**config.mk**
```make
export PLATFORM = sky130hd
export DESIGN_NAME = mdio_mgmt_ctrl
export DESIGN_NICKNAME = d
export VERILOG_FILES = /design/src/rtl/mdio_mgmt_ctrl.sv
export SDC_FILE = /design/constraint.sdc
export NUM_CORES = 1
export LEC_CHECK = 0
export ABC_AREA = 1
export BUFFER_PORTS_ARGS = -buffer_cell sky130_fd_sc_hd__buf_2
export CORE_AREA = 10 10 99 135
export DETAILED_ROUTE_END_ITERATION = 12
export DIE_AREA = 0 0 109 145
export HOLD_SLACK_MARGIN = 0.06
export MAX_ROUTING_LAYER = met4
export PLACE_DENSITY = 0.71
export SKIP_LAST_GASP = 1
export SYNTH_ARGS = -nofsm -noshare
export SYNTH_HDL_FRONTEND = slang
export SYNTH_SLANG_ARGS = --single-unit
```
**constraint.sdc**
```tcl
create_clock -name clk -period 2.05 [get_ports clk]
set_input_delay 0.5125 -clock clk [delete_from_list [all_inputs] [get_ports clk]]
set_output_delay 0.5125 -clock clk [all_outputs]
set_load 0.03 [all_outputs]
```
**src/rtl/mdio_mgmt_ctrl.sv**
```systemverilog
`timescale 1ns/1ps
module mdio_mgmt_ctrl #(
  parameter int HALF_DIV = 10
) (
  input  logic        clk,
  input  logic        rst_n,
  input  logic        reg_we,
  input  logic [2:0]  reg_addr,
  input  logic [15:0] reg_wdata,
  output logic [15:0] reg_rdata,
  output logic        mdc,
  output logic        mdio_o,
  output logic        mdio_oe,
  input  logic        mdio_i
);
  localparam int CW = $clog2(HALF_DIV + 1);
  localparam logic [CW-1:0] TERM = CW'(HALF_DIV - 1);

  logic [4:0]  phy_q, regn_q;
  logic [15:0] wdat_q, rdat_q;
  logic        busy_q, is_rd_q, mdc_q, oe_q;
  logic [63:0] shf_q;
  logic [5:0]  bit_q;
  logic [CW-1:0] cnt_q;

  wire ctrl_wr = reg_we && (reg_addr == 3'd2);
  wire start   = ctrl_wr && (reg_wdata[3] ^ reg_wdata[2]) && !busy_q;
  wire tick    = busy_q && (cnt_q == TERM);
  wire rise    = tick && !mdc_q;
  wire fall    = tick && mdc_q;
  wire last    = (bit_q == 6'd63);

  assign mdc     = mdc_q;
  assign mdio_oe = oe_q;
  assign mdio_o  = oe_q & shf_q[63];

  always_ff @(posedge clk) begin
    if (!rst_n) begin
      phy_q <= '0; regn_q <= '0; wdat_q <= '0; rdat_q <= '0;
      busy_q <= 1'b0; is_rd_q <= 1'b0; mdc_q <= 1'b0; oe_q <= 1'b0;
      shf_q <= '0; bit_q <= '0; cnt_q <= '0;
    end else begin
      if (reg_we && reg_addr == 3'd0) begin
        phy_q  <= reg_wdata[12:8];
        regn_q <= reg_wdata[4:0];
      end
      if (reg_we && reg_addr == 3'd1) wdat_q <= reg_wdata;
      if (start) begin
        busy_q  <= 1'b1;
        is_rd_q <= reg_wdata[3];
        cnt_q   <= '0;
        mdc_q   <= 1'b0;
        bit_q   <= '0;
        oe_q    <= 1'b1;
        shf_q   <= {32'hFFFF_FFFF, 2'b01, reg_wdata[3] ? 2'b10 : 2'b01, phy_q, regn_q,
                    reg_wdata[3] ? 18'h0 : {2'b10, wdat_q}};
      end else if (busy_q) begin
        cnt_q <= tick ? '0 : cnt_q + 1'b1;
        if (rise) begin
          mdc_q <= 1'b1;
          if (is_rd_q && bit_q >= 6'd48) rdat_q <= {rdat_q[14:0], mdio_i};
        end
        if (fall) begin
          mdc_q <= 1'b0;
          if (last) begin
            busy_q <= 1'b0;
            oe_q   <= 1'b0;
          end else begin
            bit_q <= bit_q + 1'b1;
            shf_q <= {shf_q[62:0], 1'b0};
            oe_q  <= !is_rd_q || (bit_q < 6'd45);
          end
        end
      end
    end
  end

  always_comb begin
    case (reg_addr)
      3'd0:    reg_rdata = {3'b000, phy_q, 3'b000, regn_q};
      3'd1:    reg_rdata = wdat_q;
      3'd3:    reg_rdata = {15'h0, busy_q};
      3'd4:    reg_rdata = rdat_q;
      default: reg_rdata = 16'h0;
    endcase
  end


  busy_start_chk: assert property (@(posedge clk) disable iff (!rst_n)
    $rose(busy_q) |-> $past(reg_we && reg_addr == 3'd2 && (reg_wdata[3] != reg_wdata[2])));

  dual_req_chk: assert property (@(posedge clk) disable iff (!rst_n)
    (!busy_q && reg_we && reg_addr == 3'd2 && reg_wdata[3] && reg_wdata[2]) |=> !busy_q);

  fall_only_chk: assert property (@(posedge clk) disable iff (!rst_n)
    (busy_q && !$rose(busy_q) && !$fell(mdc_q)) |-> $stable(mdio_o));

  rd_release_chk: assert property (@(posedge clk) disable iff (!rst_n)
    (busy_q && is_rd_q && bit_q >= 6'd46) |-> !mdio_oe);

  idle_quiet_chk: assert property (@(posedge clk) disable iff (!rst_n)
    !busy_q |-> (!mdio_oe && !mdc));
endmodule

```
After elaboration in Yosys (flattened, before gate mapping) --
Cells that the tools add are included.
Storage, ports and cells: word-level logic and storage cells 69, register bits after elaboration 120, bits of input ports 23
Cells by class: $add $sub $neg 2, order comparisons 2, mux-type cells 18, equality and inequality tests 7, bitwise gates (word level) 5, reductions and logical operators 23
Operators with widths (count):
- $mux W64 | 4
- $pmux W16 S4 | 1
- $mux W18 | 1
- $mux W1 | 10
- $logic_and A1 B1 Y1 | 9
- $add A6 B1 Y6 const B | 1
- $eq A3 B2 Y1 const B | 2
- $eq A6 B6 Y1 const B | 1
- $ge A6 B6 Y1 const B | 1
- $lt A6 B6 Y1 const B | 1
- $reduce_and A3 Y1 | 2
- $reduce_bool A2 Y1 | 3
- $add A4 B1 Y4 const B | 1
- $eq A4 B4 Y1 const B | 1
- $mux W4 | 1
- $reduce_and A2 Y1 | 2
- $reduce_and A4 Y1 | 1
- $eq A3 B1 Y1 const B | 1
- $eq A3 B3 Y1 const B | 1
- $logic_not A1 Y1 | 3
- $logic_not A3 Y1 | 1
- $not A1 Y1 | 3
- $mux W2 | 1
- $ne A2 B2 Y1 const B | 1
- 4 further kinds | 4

Depth between registers and ports, before layout --
word-level depth 6, gate-level depth with buffers 12

Worst setup path before layout --
Ideal clock, no wire load.
kind input port to output port, start input reg_addr[1], end output reg_rdata[13], path slack -123 ps, data arrival time 1660 ps, required time 1537 ps, path buffers 1, stages on the path 4, cells stage by stage inv_1 nand3_1 clkbuf_1 o21ai_0
Between the ends: longest elaborated chain between the ends 2, elaborated cells on any way between the ends 5, classes of those cells eq/ne: 3; mux: 1; reduce/logical: 1
RTL lines:
- start, declared | line 8 | input logic [2:0] reg_addr,
- $eq A3 B3 Y1, or another cell as far along | line 79 | case (reg_addr)
- $pmux W16 S4 * | line 79
- end, declared | line 10 | output logic [15:0] reg_rdata,
Every way passes the cells marked *; elsewhere a longest branch is shown, timed or not.

Worst setup path in the final report --
start register busy_q, end output reg_rdata[0]
Between the ends: longest elaborated chain between the ends 1
RTL lines:
- start, declared | line 21 | logic busy_q, is_rd_q, mdc_q, oe_q;
- start signal, assigned | line 40 | busy_q <= 1'b0; is_rd_q <= 1'b0; mdc_q <= 1'b0; oe_q <= 1'b0;
- start signal, assigned | line 49 | busy_q <= 1'b1;
- start signal, assigned | line 66 | busy_q <= 1'b0;
- $pmux W16 S4 | line 79
Every way passes these cells.

==> summary.md <==
| Metric | Value |
|---|---|
| Worst reg2reg endpoint | `shf_q[47]` |
| Number of top-level pins | `42` |
| Per-cell via count in the routed design | `between 5 and 6` |
| Portion of total power attributed to sequential cells | `about two fifths` |
| Wire length of the first global-routing pass | `23610 µm` |
| Launch instance of the worst min-delay path | `reg_wdata[13]` |
| Final-layout setup total negative slack | `0 ns` |
| End point of the most critical hold path | `wdat_q[13]` |
| Antenna violations before repair | `0` |
| Fraction of layout cells with a size suffix above 1 | `16.31%` |
| Number of maximum-capacitance violations | `0` |
| Final number of max-transition violations | `0` |
| FF-to-FF path depth | `10` |
| Largest net degree at the start of global routing | `34` |
| Critical path type | `reg2out` |
| Detailed placement HPWL | `9979 µm` |
| Routability cong. | `0.9155` |
| Placement Setup Slack | `-0.02786 ns` |
| Setup violation total in the final timing report | `0` |
| Sinks on the clock net | `120` |
| Power dissipated by switching net loads | `roughly 1.3 mW` |
| Net count of the mapped netlist | `860` |
| Iter 0 DRT Violations | `334` |
| TritonRoute pass-1 iters | `5` |
| Overall die width | `109 µm` |
| Starting density of the core | `53.78%` |
| Synthesized cell area | `around 0.0058 mm²` |
| Antenna viol nets, final | `0` |
| Reg-to-Reg Start | `bit_q[0]` |
| CTS Hold Buffers Added | `0` |
| Wirelength, routed | `14270 µm` |
| Total number of nets in the final design | `roughly 900` |
| Mapped Avg Cell Area | `7.016 µm²` |
| Total number of placement rows | `45` |
| Commonest non-fill, non-tap cell in the layout | `sky130_fd_sc_hd__nand2_1` |
| Peak ir drop on the vdd network | `between 0.0005 and 0.0006 V` |
| Relative slew slack | `62.95%` |
| Via count of the first global-routing pass | `5138` |
| Clock Latency Late Sink | `0.41 ns` |
| Critical path capture point type | `output pin` |
| Post-synthesis cell count | `833` |
| Cell leakage power | `3.052 nW` |
| Internal power | `4.489 mW` |
| Synthesis-stage register bit count | `120` |
| Power density normalized to cell area | `around 840 mW/mm²` |
| Run status | `complete, no violations` |
| Sequential cell area fraction in the yosys report | `41.10%` |
| WL/cell | `13.93 µm` |
| Setup ws final | `~0.099 ns` |
| Master cell of the clock root buffer | `sky130_fd_sc_hd__clkbuf_16` |
| Cell type with the largest total area after synthesis | `sky130_fd_sc_hd__dfxtp_1` |
| Number of port buffers | `41` |
| CTS H-tree lvls | `4` |
| Switch share | `a little over a fifth` |
| Number of synthesis warnings | `0` |
| Transition at the pin with the smallest max-transition slack | `~0.56 ns` |
| Met1 Resource Use GR | `20.55%` |
| Clock-pin transition on the worst setup and hold timing paths | `0.06 ns` |
| Req. time, crit path | `about 1.5 ns` |
| Clock Skew | `0.007615 ns` |
| Critical path peak fanout | `7` |
| Portion of synthesized cell area occupied by the leading cell type | `41.10%` |
| Leading cell types in the layout, fill and taps excluded | `sky130_fd_sc_hd__nand2_1, sky130_fd_sc_hd__dfxtp_1, sky130_fd_sc_hd__inv_1` |
| Met2 Resource Use GR | `31.35%` |
| Layout overhead on the synthesized area | `17.41%` |
| Critical path launch point type | `flop` |
| Met3 Usage GRT | `4.825%` |
| Portion of total power attributed to combinational logic | `5.1%` |
| Diodes inserted | `0` |
| WP data arrival | `roughly 1.4 ns` |
| Overflow after GRT | `0` |
| FMAX | `512.6 MHz` |
| Core region area | `between 0.01 and 0.015 mm²` |
| Layer with the highest usage | `met2` |
| HP Class | `in2reg` |
| Final Cycle Share | `95.16%` |
| Clock period minus worst slack | `1.951 ns` |
| Hold violation total from the final report | `0` |
| Util after Layout | `63.14%` |
| Die Height | `145 µm` |
| Floorplan die area | `~0.016 mm²` |
| TritonCTS clock tree | `built` |
| Worst-case register-to-register setup slack | `0.18 ns` |
| Unrepaired setup endpoints after global routing | `no` |
| Remaining routing DRC violations | `0` |
| Number of buffers on the longest clock path | `2` |
| Number of buffers created by CTS | `17` |
| Proportion of power drawn by the clock network | `53.1%` |
| Worst hold stages | `3` |
| Dominant cells by area after synthesis | `sky130_fd_sc_hd__dfxtp_1, sky130_fd_sc_hd__nand2_1, sky130_fd_sc_hd__nand3_1, sky130_fd_sc_hd__inv_1, sky130_fd_sc_hd__a21oi_1` |
| Number of different library cells in the post-synthesis netlist | `35` |
| Global router's overall resource usage | `18.62%` |
| Overall via count from detail_route | `5404` |
worst max-delay path, cell delays in order, from the launching register on:
cell and delay [ns]:
sky130_fd_sc_hd__dfxtp_1 0.46, sky130_fd_sc_hd__buf_4 0.19, sky130_fd_sc_hd__nand3_1 0.07, sky130_fd_sc_hd__o2111ai_1 0.11, sky130_fd_sc_hd__buf_4 0.20
cell families after synthesis:
group / share of synthesized area, %
DFF: 41.10
adders and majority gates: 0.8564
AOI/OAI and AO/OA: 15.86
xor gates and xnor gates: 0.4497
and+or+nand+nor: 29.52
buffers and inverters: 12.20
power by group through the flow:
stage	clock network, mW	registers [mW]	logic, mW
global route	3.20	2.41	0.331
finish	3.05	2.40	0.295
floorplan	0	2.45	0.198
detailed placement	0	2.45	0.291
global placement	0	2.45	0.284
CTS	3.09	2.40	0.294
cells in the mapped netlist (all sizes together):
library cell / number
a21oi: 87
buf: 30
clkbuf: 23
clkinv: 1
dfxtp: 120
ha: 4
inv: 115
nand2: 152
nand3: 102
nand4: 2
nor2: 98
nor3: 18
nor3b: 1
nor4: 1
o2111ai: 1
o21ai: 50
o21bai: 13
o221ai: 9
o22ai: 3
xnor2: 1
xor2: 2
final cells by class:
type,count,area (µm²)
Clock buffer,21,470.5
Clock inverter,11,145.1
Fill cell,961,4005
Inverter,116,437.9
Multi-Input combinational cell,544,2734
Sequential cell,120,2402
Tap cell,141,176.4
Timing Repair Buffer,71,495.5
per-layer routing:
metal	vias up	share of wire (%)
li1	2750	-
met3	19	4.5
met5	-	0
met2	157	52
met4	0	1.9
met1	2478	41
state kept, by name, summed over array words and instances, names as in the netlist:
signal	cells
busy_q	1
regn_q	5
is_rd_q	1
mdc	1
shf_q	64
cnt_q	4
mdio_oe	1
phy_q	5
wdat_q	16
rdat_q	16
bit_q	6
stage by stage:
| step | cell area, µm² | instances | power (mW) | hold slack (ns) |
|---|---|---|---|---|
| global placement | 6226 | 992 | 2.735 | 0.4510 |
| global route | 6862 | 1024 | 5.937 | 0.3267 |
| finish | 6862 | 1024 | 5.751 | 0.3263 |
| floorplan | 5844 | 833 | 2.644 | 0.4299 |
| detailed placement | 6226 | 992 | 2.744 | 0.4522 |
| CTS | 6844 | 1024 | 5.788 | 0.3152 |
worst max-delay path by stage:
stage                 from       endpoint  cells past startpoint
6_report            busy_q   reg_rdata[0]                      4
5_1_grt           bit_q[0]      shf_q[47]                     10
3_3_place_gp   reg_addr[0]  reg_rdata[12]                      5
2_1_floorplan  reg_addr[1]  reg_rdata[13]                      4
4_1_cts             busy_q   reg_rdata[0]                      4
3_5_place_dp   reg_addr[0]   reg_rdata[1]                      5
repair_timing:
item                                    CTS  global route
resized for setup                         1            10
endpoints found under the hold margin     0             0
endpoints found under the setup margin    3            13
setup buffers                             0             0
pin swaps                                 0             0
Power figures use the tool's default switching activity.
